<file path="src/rtl/br_pkg.sv">
package br_pkg;

  typedef enum logic {
    POL_PNT   = 1'b0,
    POL_DELAY = 1'b1
  } br_policy_e;

  typedef enum logic [1:0] {
    CF_NONE = 2'd0,
    CF_BEQ  = 2'd1,
    CF_BNE  = 2'd2,
    CF_JMP  = 2'd3
  } cf_kind_e;

  // jump dominates branch flags
  function automatic cf_kind_e cf_classify(input logic br, input logic ne, input logic jmp);
    if (jmp)      return CF_JMP;
    else if (br)  return ne ? CF_BNE : CF_BEQ;
    else          return CF_NONE;
  endfunction

endpackage

</file>
<file path="src/rtl/br_resolve.sv">
module br_resolve
  import br_pkg::*;
#(
  parameter int unsigned XLEN  = 32,
  parameter int unsigned LANES = 4
) (
  input  logic            vld_i,
  input  cf_kind_e        kind_i,
  input  logic [XLEN-1:0] opa_i,
  input  logic [XLEN-1:0] opb_i,
  output logic            taken_o
);
  localparam int unsigned LANE_W = XLEN / LANES;

  logic [LANES-1:0] lane_eq;
  logic             ops_eq;

  // split comparator: per-lane equality, then AND tree
  for (genvar g = 0; g < LANES; g++) begin : g_lane
    assign lane_eq[g] = (opa_i[g*LANE_W +: LANE_W] == opb_i[g*LANE_W +: LANE_W]);
  end

  assign ops_eq = &lane_eq;

  always_comb begin
    unique case (kind_i)
      CF_JMP:  taken_o = vld_i;
      CF_BEQ:  taken_o = vld_i &  ops_eq;
      CF_BNE:  taken_o = vld_i & ~ops_eq;
      default: taken_o = 1'b0;
    endcase
  end
endmodule

</file>
<file path="src/rtl/br_npc.sv">
module br_npc #(
  parameter int unsigned PC_W = 32,
  parameter int unsigned STEP = 4
) (
  input  logic [PC_W-1:0] pc_i,
  input  logic            taken_i,
  input  logic            stall_i,
  input  logic [PC_W-1:0] target_i,
  output logic [PC_W-1:0] npc_o
);
  localparam logic [PC_W-1:0] STEP_V = PC_W'(STEP);

  always_comb begin
    if (stall_i)      npc_o = pc_i;
    else if (taken_i) npc_o = target_i;
    else              npc_o = pc_i + STEP_V;
  end
endmodule

</file>
<file path="src/rtl/br_stage_regs.sv">
module br_stage_regs #(
  parameter int unsigned      PC_W     = 32,
  parameter logic [PC_W-1:0]  RESET_PC = '0
) (
  input  logic            clk_i,
  input  logic            rst_ni,
  input  logic            stall_i,
  input  logic            flush_i,
  input  logic [PC_W-1:0] npc_i,
  output logic [PC_W-1:0] pc_o,
  output logic [PC_W-1:0] id_pc_o,
  output logic            id_vld_o,
  output logic [PC_W-1:0] ex_pc_o,
  output logic            ex_vld_o
);
  always_ff @(posedge clk_i or negedge rst_ni) begin
    if (!rst_ni) begin
      pc_o     <= RESET_PC;
      id_pc_o  <= RESET_PC;
      id_vld_o <= 1'b0;
      ex_pc_o  <= RESET_PC;
      ex_vld_o <= 1'b0;
    end else begin
      ex_pc_o <= id_pc_o;
      if (stall_i) begin
        ex_vld_o <= 1'b0;  // bubble into execute
      end else begin
        pc_o     <= npc_i;
        id_pc_o  <= pc_o;
        id_vld_o <= ~flush_i;
        ex_vld_o <= id_vld_o;
      end
    end
  end
endmodule

</file>
<file path="src/rtl/br_pc_ctrl.sv">
module br_pc_ctrl
  import br_pkg::*;
#(
  parameter int unsigned     XLEN     = 32,
  parameter int unsigned     PC_W     = 32,
  parameter int unsigned     PC_STEP  = 4,
  parameter int unsigned     CMP_LANES = 4,
  parameter logic [PC_W-1:0] RESET_PC = '0
) (
  input  logic            clk_i,
  input  logic            rst_ni,
  input  logic            mode_i,
  input  logic            stall_i,
  input  logic            id_branch_i,
  input  logic            id_br_ne_i,
  input  logic            id_jump_i,
  input  logic [XLEN-1:0] id_opa_i,
  input  logic [XLEN-1:0] id_opb_i,
  input  logic [PC_W-1:0] id_target_i,
  output logic [PC_W-1:0] pc_o,
  output logic [PC_W-1:0] npc_o,
  output logic            flush_o,
  output logic [PC_W-1:0] id_pc_o,
  output logic            id_vld_o,
  output logic [PC_W-1:0] ex_pc_o,
  output logic            ex_vld_o
);
  cf_kind_e   kind;
  br_policy_e policy;
  logic       taken;

  assign kind   = cf_classify(id_branch_i, id_br_ne_i, id_jump_i);
  assign policy = br_policy_e'(mode_i);

  br_resolve #(.XLEN(XLEN), .LANES(CMP_LANES)) u_resolve (
    .vld_i   (id_vld_o),
    .kind_i  (kind),
    .opa_i   (id_opa_i),
    .opb_i   (id_opb_i),
    .taken_o (taken)
  );

  br_npc #(.PC_W(PC_W), .STEP(PC_STEP)) u_npc (
    .pc_i     (pc_o),
    .taken_i  (taken),
    .stall_i  (stall_i),
    .target_i (id_target_i),
    .npc_o    (npc_o)
  );

  assign flush_o = taken & ~stall_i & (policy == POL_PNT);

  br_stage_regs #(.PC_W(PC_W), .RESET_PC(RESET_PC)) u_regs (
    .clk_i    (clk_i),
    .rst_ni   (rst_ni),
    .stall_i  (stall_i),
    .flush_i  (flush_o),
    .npc_i    (npc_o),
    .pc_o     (pc_o),
    .id_pc_o  (id_pc_o),
    .id_vld_o (id_vld_o),
    .ex_pc_o  (ex_pc_o),
    .ex_vld_o (ex_vld_o)
  );
endmodule

</file>
<file path="config.mk">
export PLATFORM = sky130hd
export DESIGN_NAME = br_pc_ctrl
export DESIGN_NICKNAME = d
export VERILOG_FILES = /design/src/rtl/br_pkg.sv /design/src/rtl/br_resolve.sv /design/src/rtl/br_npc.sv /design/src/rtl/br_stage_regs.sv /design/src/rtl/br_pc_ctrl.sv
export SDC_FILE = /design/constraint.sdc
export NUM_CORES = 1
export LEC_CHECK = 0
export ABC_AREA = 1
export CAP_MARGIN = 5
export CELL_PAD_IN_SITES_DETAIL_PLACEMENT = 0
export CELL_PAD_IN_SITES_GLOBAL_PLACEMENT = 1
export CORE_MARGIN = 2
export CORE_UTILIZATION = 31
export CTS_CLUSTER_DIAMETER = 60
export DETAILED_ROUTE_END_ITERATION = 7
export GPL_TIMING_DRIVEN = 0
export HOLD_SLACK_MARGIN = 0.08
export PLACE_DENSITY = 0.82
export SYNTH_ARGS = -nofsm -noshare
export SYNTH_HDL_FRONTEND = slang
export SYNTH_SLANG_ARGS = --single-unit
</file>
<file path="constraint.sdc">
create_clock -name clk_i -period 7.1 [get_ports clk_i]
set_input_delay 2.13 -clock clk_i [delete_from_list [all_inputs] [get_ports clk_i]]
set_output_delay 2.13 -clock clk_i [all_outputs]
set_load 0.01 [all_outputs]
</file>
After elaboration in Yosys (flattened, before gate mapping)
Index checks and enable logic that the tools add are counted.
{"block": "totals", "reg_bits": 98, "input_bits": 103}
{"block": "op_classes", "n_bitwise": 8, "addsub": 1, "n_eq_ne": 7, "muxes": 7, "reduce_logical": 1}
{"operator": "$mux W32", "n": 2}
{"operator": "$add A32 B3 Y32 const B", "n": 1}
{"operator": "$eq A8 B8 Y1", "n": 4}
{"operator": "$mux W2", "n": 3}
{"operator": "$and A1 B1 Y1", "n": 4}
{"operator": "$eq A2 B2 Y1 const B", "n": 2}
{"operator": "$not A1 Y1", "n": 4}
{"operator": "$reduce_and A4 Y1", "n": 1}
{"operator": "$pmux W1 S3", "n": 1}
{"operator": "$eq A2 B1 Y1 const B", "n": 1}
{"operator": "$mux W1", "n": 1}

Depth between registers and ports, before layout
{"block": "depth", "depth_word": 8, "mapped_depth": 16}

Hierarchy
From an unflattened synthesis, not the netlist that was laid out.
{"block": "unflattened", "cells_unflattened": 770, "area_unflattened_um2": 5446.5}
{"mod": "br_stage_regs", "seq_area_each_um2": 2452.4, "n_inst": 1, "cells_per_inst": 309, "area_each_um2": 3304.4}
{"mod": "br_npc", "seq_area_each_um2": 0.0, "n_inst": 1, "cells_per_inst": 332, "area_each_um2": 1506.4}
{"mod": "br_resolve", "seq_area_each_um2": 0.0, "n_inst": 1, "cells_per_inst": 120, "area_each_um2": 599.3}
{"mod": "br_pc_ctrl", "seq_area_each_um2": 0.0, "n_inst": 1, "cells_per_inst": 9, "area_each_um2": 36.3}

Worst setup path after synthesis
No wires, ideal clock.
{"block": "synth_path", "path_type": "input to output", "startpoint": "in id_opb_i[11]", "endpoint": "out npc_o[0]", "stages": 12, "arrival_time_ps": 3360, "required_time_ps": 4970, "slack_ps": 1609, "cell_sequence": "xnor2_1 nand2_1 nor2_1 nand2_1 nor2_2 nand2_1 nand2_1 nand3_2 nand2_4 nand2_2 buf_6 a21oi_1"}
{"block": "synth_between", "elab_chain_len": 7}
{"element": "start, declared", "line_no": "br_pc_ctrl.sv:18", "source": "input logic [XLEN-1:0] id_opb_i,"}
{"element": "$eq A8 B8 Y1 (*)", "line_no": "br_resolve.sv:20", "source": "assign lane_eq[g] = (opa_i[g*LANE_W +: LANE_W] == opb_i[g*LANE_W +: LANE_W]);"}
{"element": "$reduce_and A4 Y1 (*)", "line_no": "br_resolve.sv:23", "source": "assign ops_eq = &lane_eq;"}
{"element": "$not A1 Y1", "line_no": "br_resolve.sv:29", "source": "CF_BNE: taken_o = vld_i & ~ops_eq;"}
{"element": "$and A1 B1 Y1", "line_no": "br_resolve.sv:29"}
{"element": "$pmux W1 S3 (*)", "line_no": "br_resolve.sv:26", "source": "unique case (kind_i)"}
{"element": "$mux W32 (*)", "line_no": "br_npc.sv:15", "source": "else if (taken_i) npc_o = target_i;"}
{"element": "$mux W32 (*)", "line_no": "br_npc.sv:14", "source": "if (stall_i) npc_o = pc_i;"}
{"element": "end, declared", "line_no": "br_pc_ctrl.sv:21", "source": "output logic [PC_W-1:0] npc_o,"}
Mark *: on every way between the ends. The rest lies on a longest branch, timed or not.

Worst setup path in the final report
{"block": "layout_path", "startpoint": "in stall_i", "endpoint": "out npc_o[29]"}
{"block": "layout_between", "elab_chain_len": 1}
{"element": "start, declared", "line_no": "br_pc_ctrl.sv:13", "source": "input logic stall_i,"}
{"element": "$mux W32", "line_no": "br_npc.sv:14"}
Every way passes these cells.

==> out/qor.csv <==
metric,value,unit
p_leak,3.62,nW
ys.flop_type,dfrtp_1,
cts.sink_count,98,
grt_pass1_vias,5034,
synth-compound-area-share,0.0481,
final_core_util,0.502,
max_cap_violations,0,
wl,17200,um
grt_pass1_wl,27700,um
cts_resized,0,
final_common_cell,clkdlybuf4s50_1,
reg2regPathDepth,10,
worst_skew_pair.late_latency,360,ps
ys_warn_count,0,
pwr-share-clk,0.260,
start_kind,input pin,
synth_top_cell_by_area,dfrtp_1,
io_pins,234,
drt_iter0_drc,232,
antenna_left,0,
p_sw,0.627,mW
place_hpwl,13400,um
cts_tree,done,
async_flop_share,1.00,
syn2layout_area_growth,57.9,%
timing.fmax,0.148,GHz
grt_usage,0.203,
multiInputGateArea,2220,sq um
drc,0,
design_area,7970,sq um
cts_max_level,3,
post-route-period-util,0.949,
worstMarginPinSlew,702,ps
fill_cells,1596,
synth-edff-count,0,
skew,11.7,ps
place_ws,345,ps
status,finished clean,
grt_setup_unrepaired,no,
initial_core_util,0.318,
yosysSeqAreaShare,0.486,
yosys.area_share.adder,0.00248,
synthMuxAreaShare,0,
combPwrFrac,0.348,
synthSimpleGateAreaFrac,0.315,
finalHoldViolations,0,
worstPathRequired,4970,ps
cell_internal_pwr,1.27,mW
path_class,in2out,
dieArea,17300,sq um
root_buffer,clkbuf_16,
clk_pin_slew,70,ps
ir_worst_vdd,0.187,mV
holdBufCountCts,0,
synth_top_area_frac,0.486,
p_sw_frac,0.331,
final_nets,981,
rows,46,
port_buffers,233,
dpl-instance-area,7670,sq um
diodes,0,
synth_xor_area_frac,0.0746,
design.core.area,15900,sq um
power.density,238,nW/um^2
finalMaxSlewViolations,0,
postCtsSetupBuffers,0,
setup_ws,360,ps
power_frac_seq,0.392,
drt-vias-per-instance,4.60,
hp-class,reg2reg,
register_area,2450,sq um
ys_types,32,
gp_congestion,0.800,
most-common-layout-cells,"clkdlybuf4s50_1 (232), nand2_1 (184), dfrtp_1 (98)",
die_y,132,um
synth_top_family_by_area,simple AND/OR/NAND/NOR gates,
syn_nets,736,
setup_viol,0,
antenna_found_initial,0,
cp.arrival,4610,ps
worst_setup_path_end_kind,output pin,
ys_seq_elements,98,
fin_setup_tns,0,ps
syn_inst,632,
grt-ovfl-total,0,
syn_avg_cell_area,7.98,sq um
grt_max_degree,56,
drt_first_pass_iters,4,
slew_headroom,0.532,
wl_per_cell,15.6,um
via_count,5048,
critical_path.max_fanout,10,
cts_buffers,9,
die-width,132,um
cts_buffer_depth,2,
synthesis.area,5050,sq um
synthTopCellsByArea,"dfrtp_1 (49%), nand2_1 (14%), nand3_1 (9.6%)",
min_delay_path_depth,0,
final.min_clock_period,6740,ps
drive_gt1_frac,0.0499,
==> sequential cells by signal (all words and copies together), names as in the netlist <==
register         count
u_regs.ex_pc_o      32
u_regs.ex_vld_o      1
u_regs.id_pc_o      32
u_regs.id_vld_o      1
u_regs.pc_o         32
==> worst max-delay path, cell delays in order <==
cell and delay [ps]:
clkdlybuf4s50_1 630, clkbuf_1 410, clkbuf_1 590, nand2_1 160
nand3_1 130, clkdlybuf4s50_1 550
==> stage by stage <==
stage	total power [mW]	cells	hold slack [ps]
final	1.89	1098	401
after detailed placement	1.42	1082	386
after CTS	1.92	1098	403
after floorplan	0.995	632	435
after global routing	2.00	1098	419
after global placement	1.41	1081	382
==> Yosys cell counts, types with 4 or more instances <==
cell and count:
xor2_1 22, nor4_1 6, inv_1 65, a21oi_1 6, xnor2_1 21, dfrtp_1 98
nand4_1 7, o21ai_0 37, nand2_1 184, nand3b_1 5, clkbuf_1 13, nor3_1 9
nand3_1 97, nand3_2 4, nor2_1 30, nor2_2 4
==> routing by layer <==
layer  wire, um  GRT usage  vias up
met5          0          0        -
met4        437     0.0761        0
met3       1090     0.0544       27
met2       7990      0.324      175
met1       7650      0.265     2314
li1           -          -     2532
==> power groups by stage <==
stage / Clock, mW / Combinational (mW) / Sequential (mW)
after floorplan: 0 / 0.213 / 0.781
after global placement: 0 / 0.658 / 0.749
after detailed placement: 0 / 0.663 / 0.752
after CTS: 0.507 / 0.667 / 0.742
after global routing: 0.526 / 0.717 / 0.758
final: 0.492 / 0.659 / 0.741
==> worst paths after layout <==
path | endpoint | startpoint | slack (ps)
min | u_regs.ex_pc_o[7] | u_regs.id_pc_o[7] | 400
max | npc_o[29] | stall_i | 360
min in group asynchronous | u_regs.ex_pc_o[4] | rst_ni | 1770
max reg2reg | u_regs.pc_o[26] | u_regs.pc_o[3] | 5030
max in group asynchronous | u_regs.ex_pc_o[22] | rst_ni | 4630
min reg2reg | u_regs.ex_pc_o[7] | u_regs.id_pc_o[7] | 400
==> cell type report <==
cell class	count	area share
Buffer	22	0.0146
Clock buffer	10	0.0300
Clock inverter	6	0.00707
Inverter	68	0.0320
Multi-Input combinational cell	444	0.279
Sequential cell	98	0.308
Tap cell	216	0.0339
Timing Repair Buffer	234	0.296
==> logic make-up after synthesis <==
logic type,count (synthesis)
flip-flops,98
buffers and inverters,90
AND/OR/NAND/NOR,353
adder cells (fa/ha/maj),1
AO/OA/AOI/OAI,47
XOR/XNOR,43
Power figures use the tool's default switching activity.
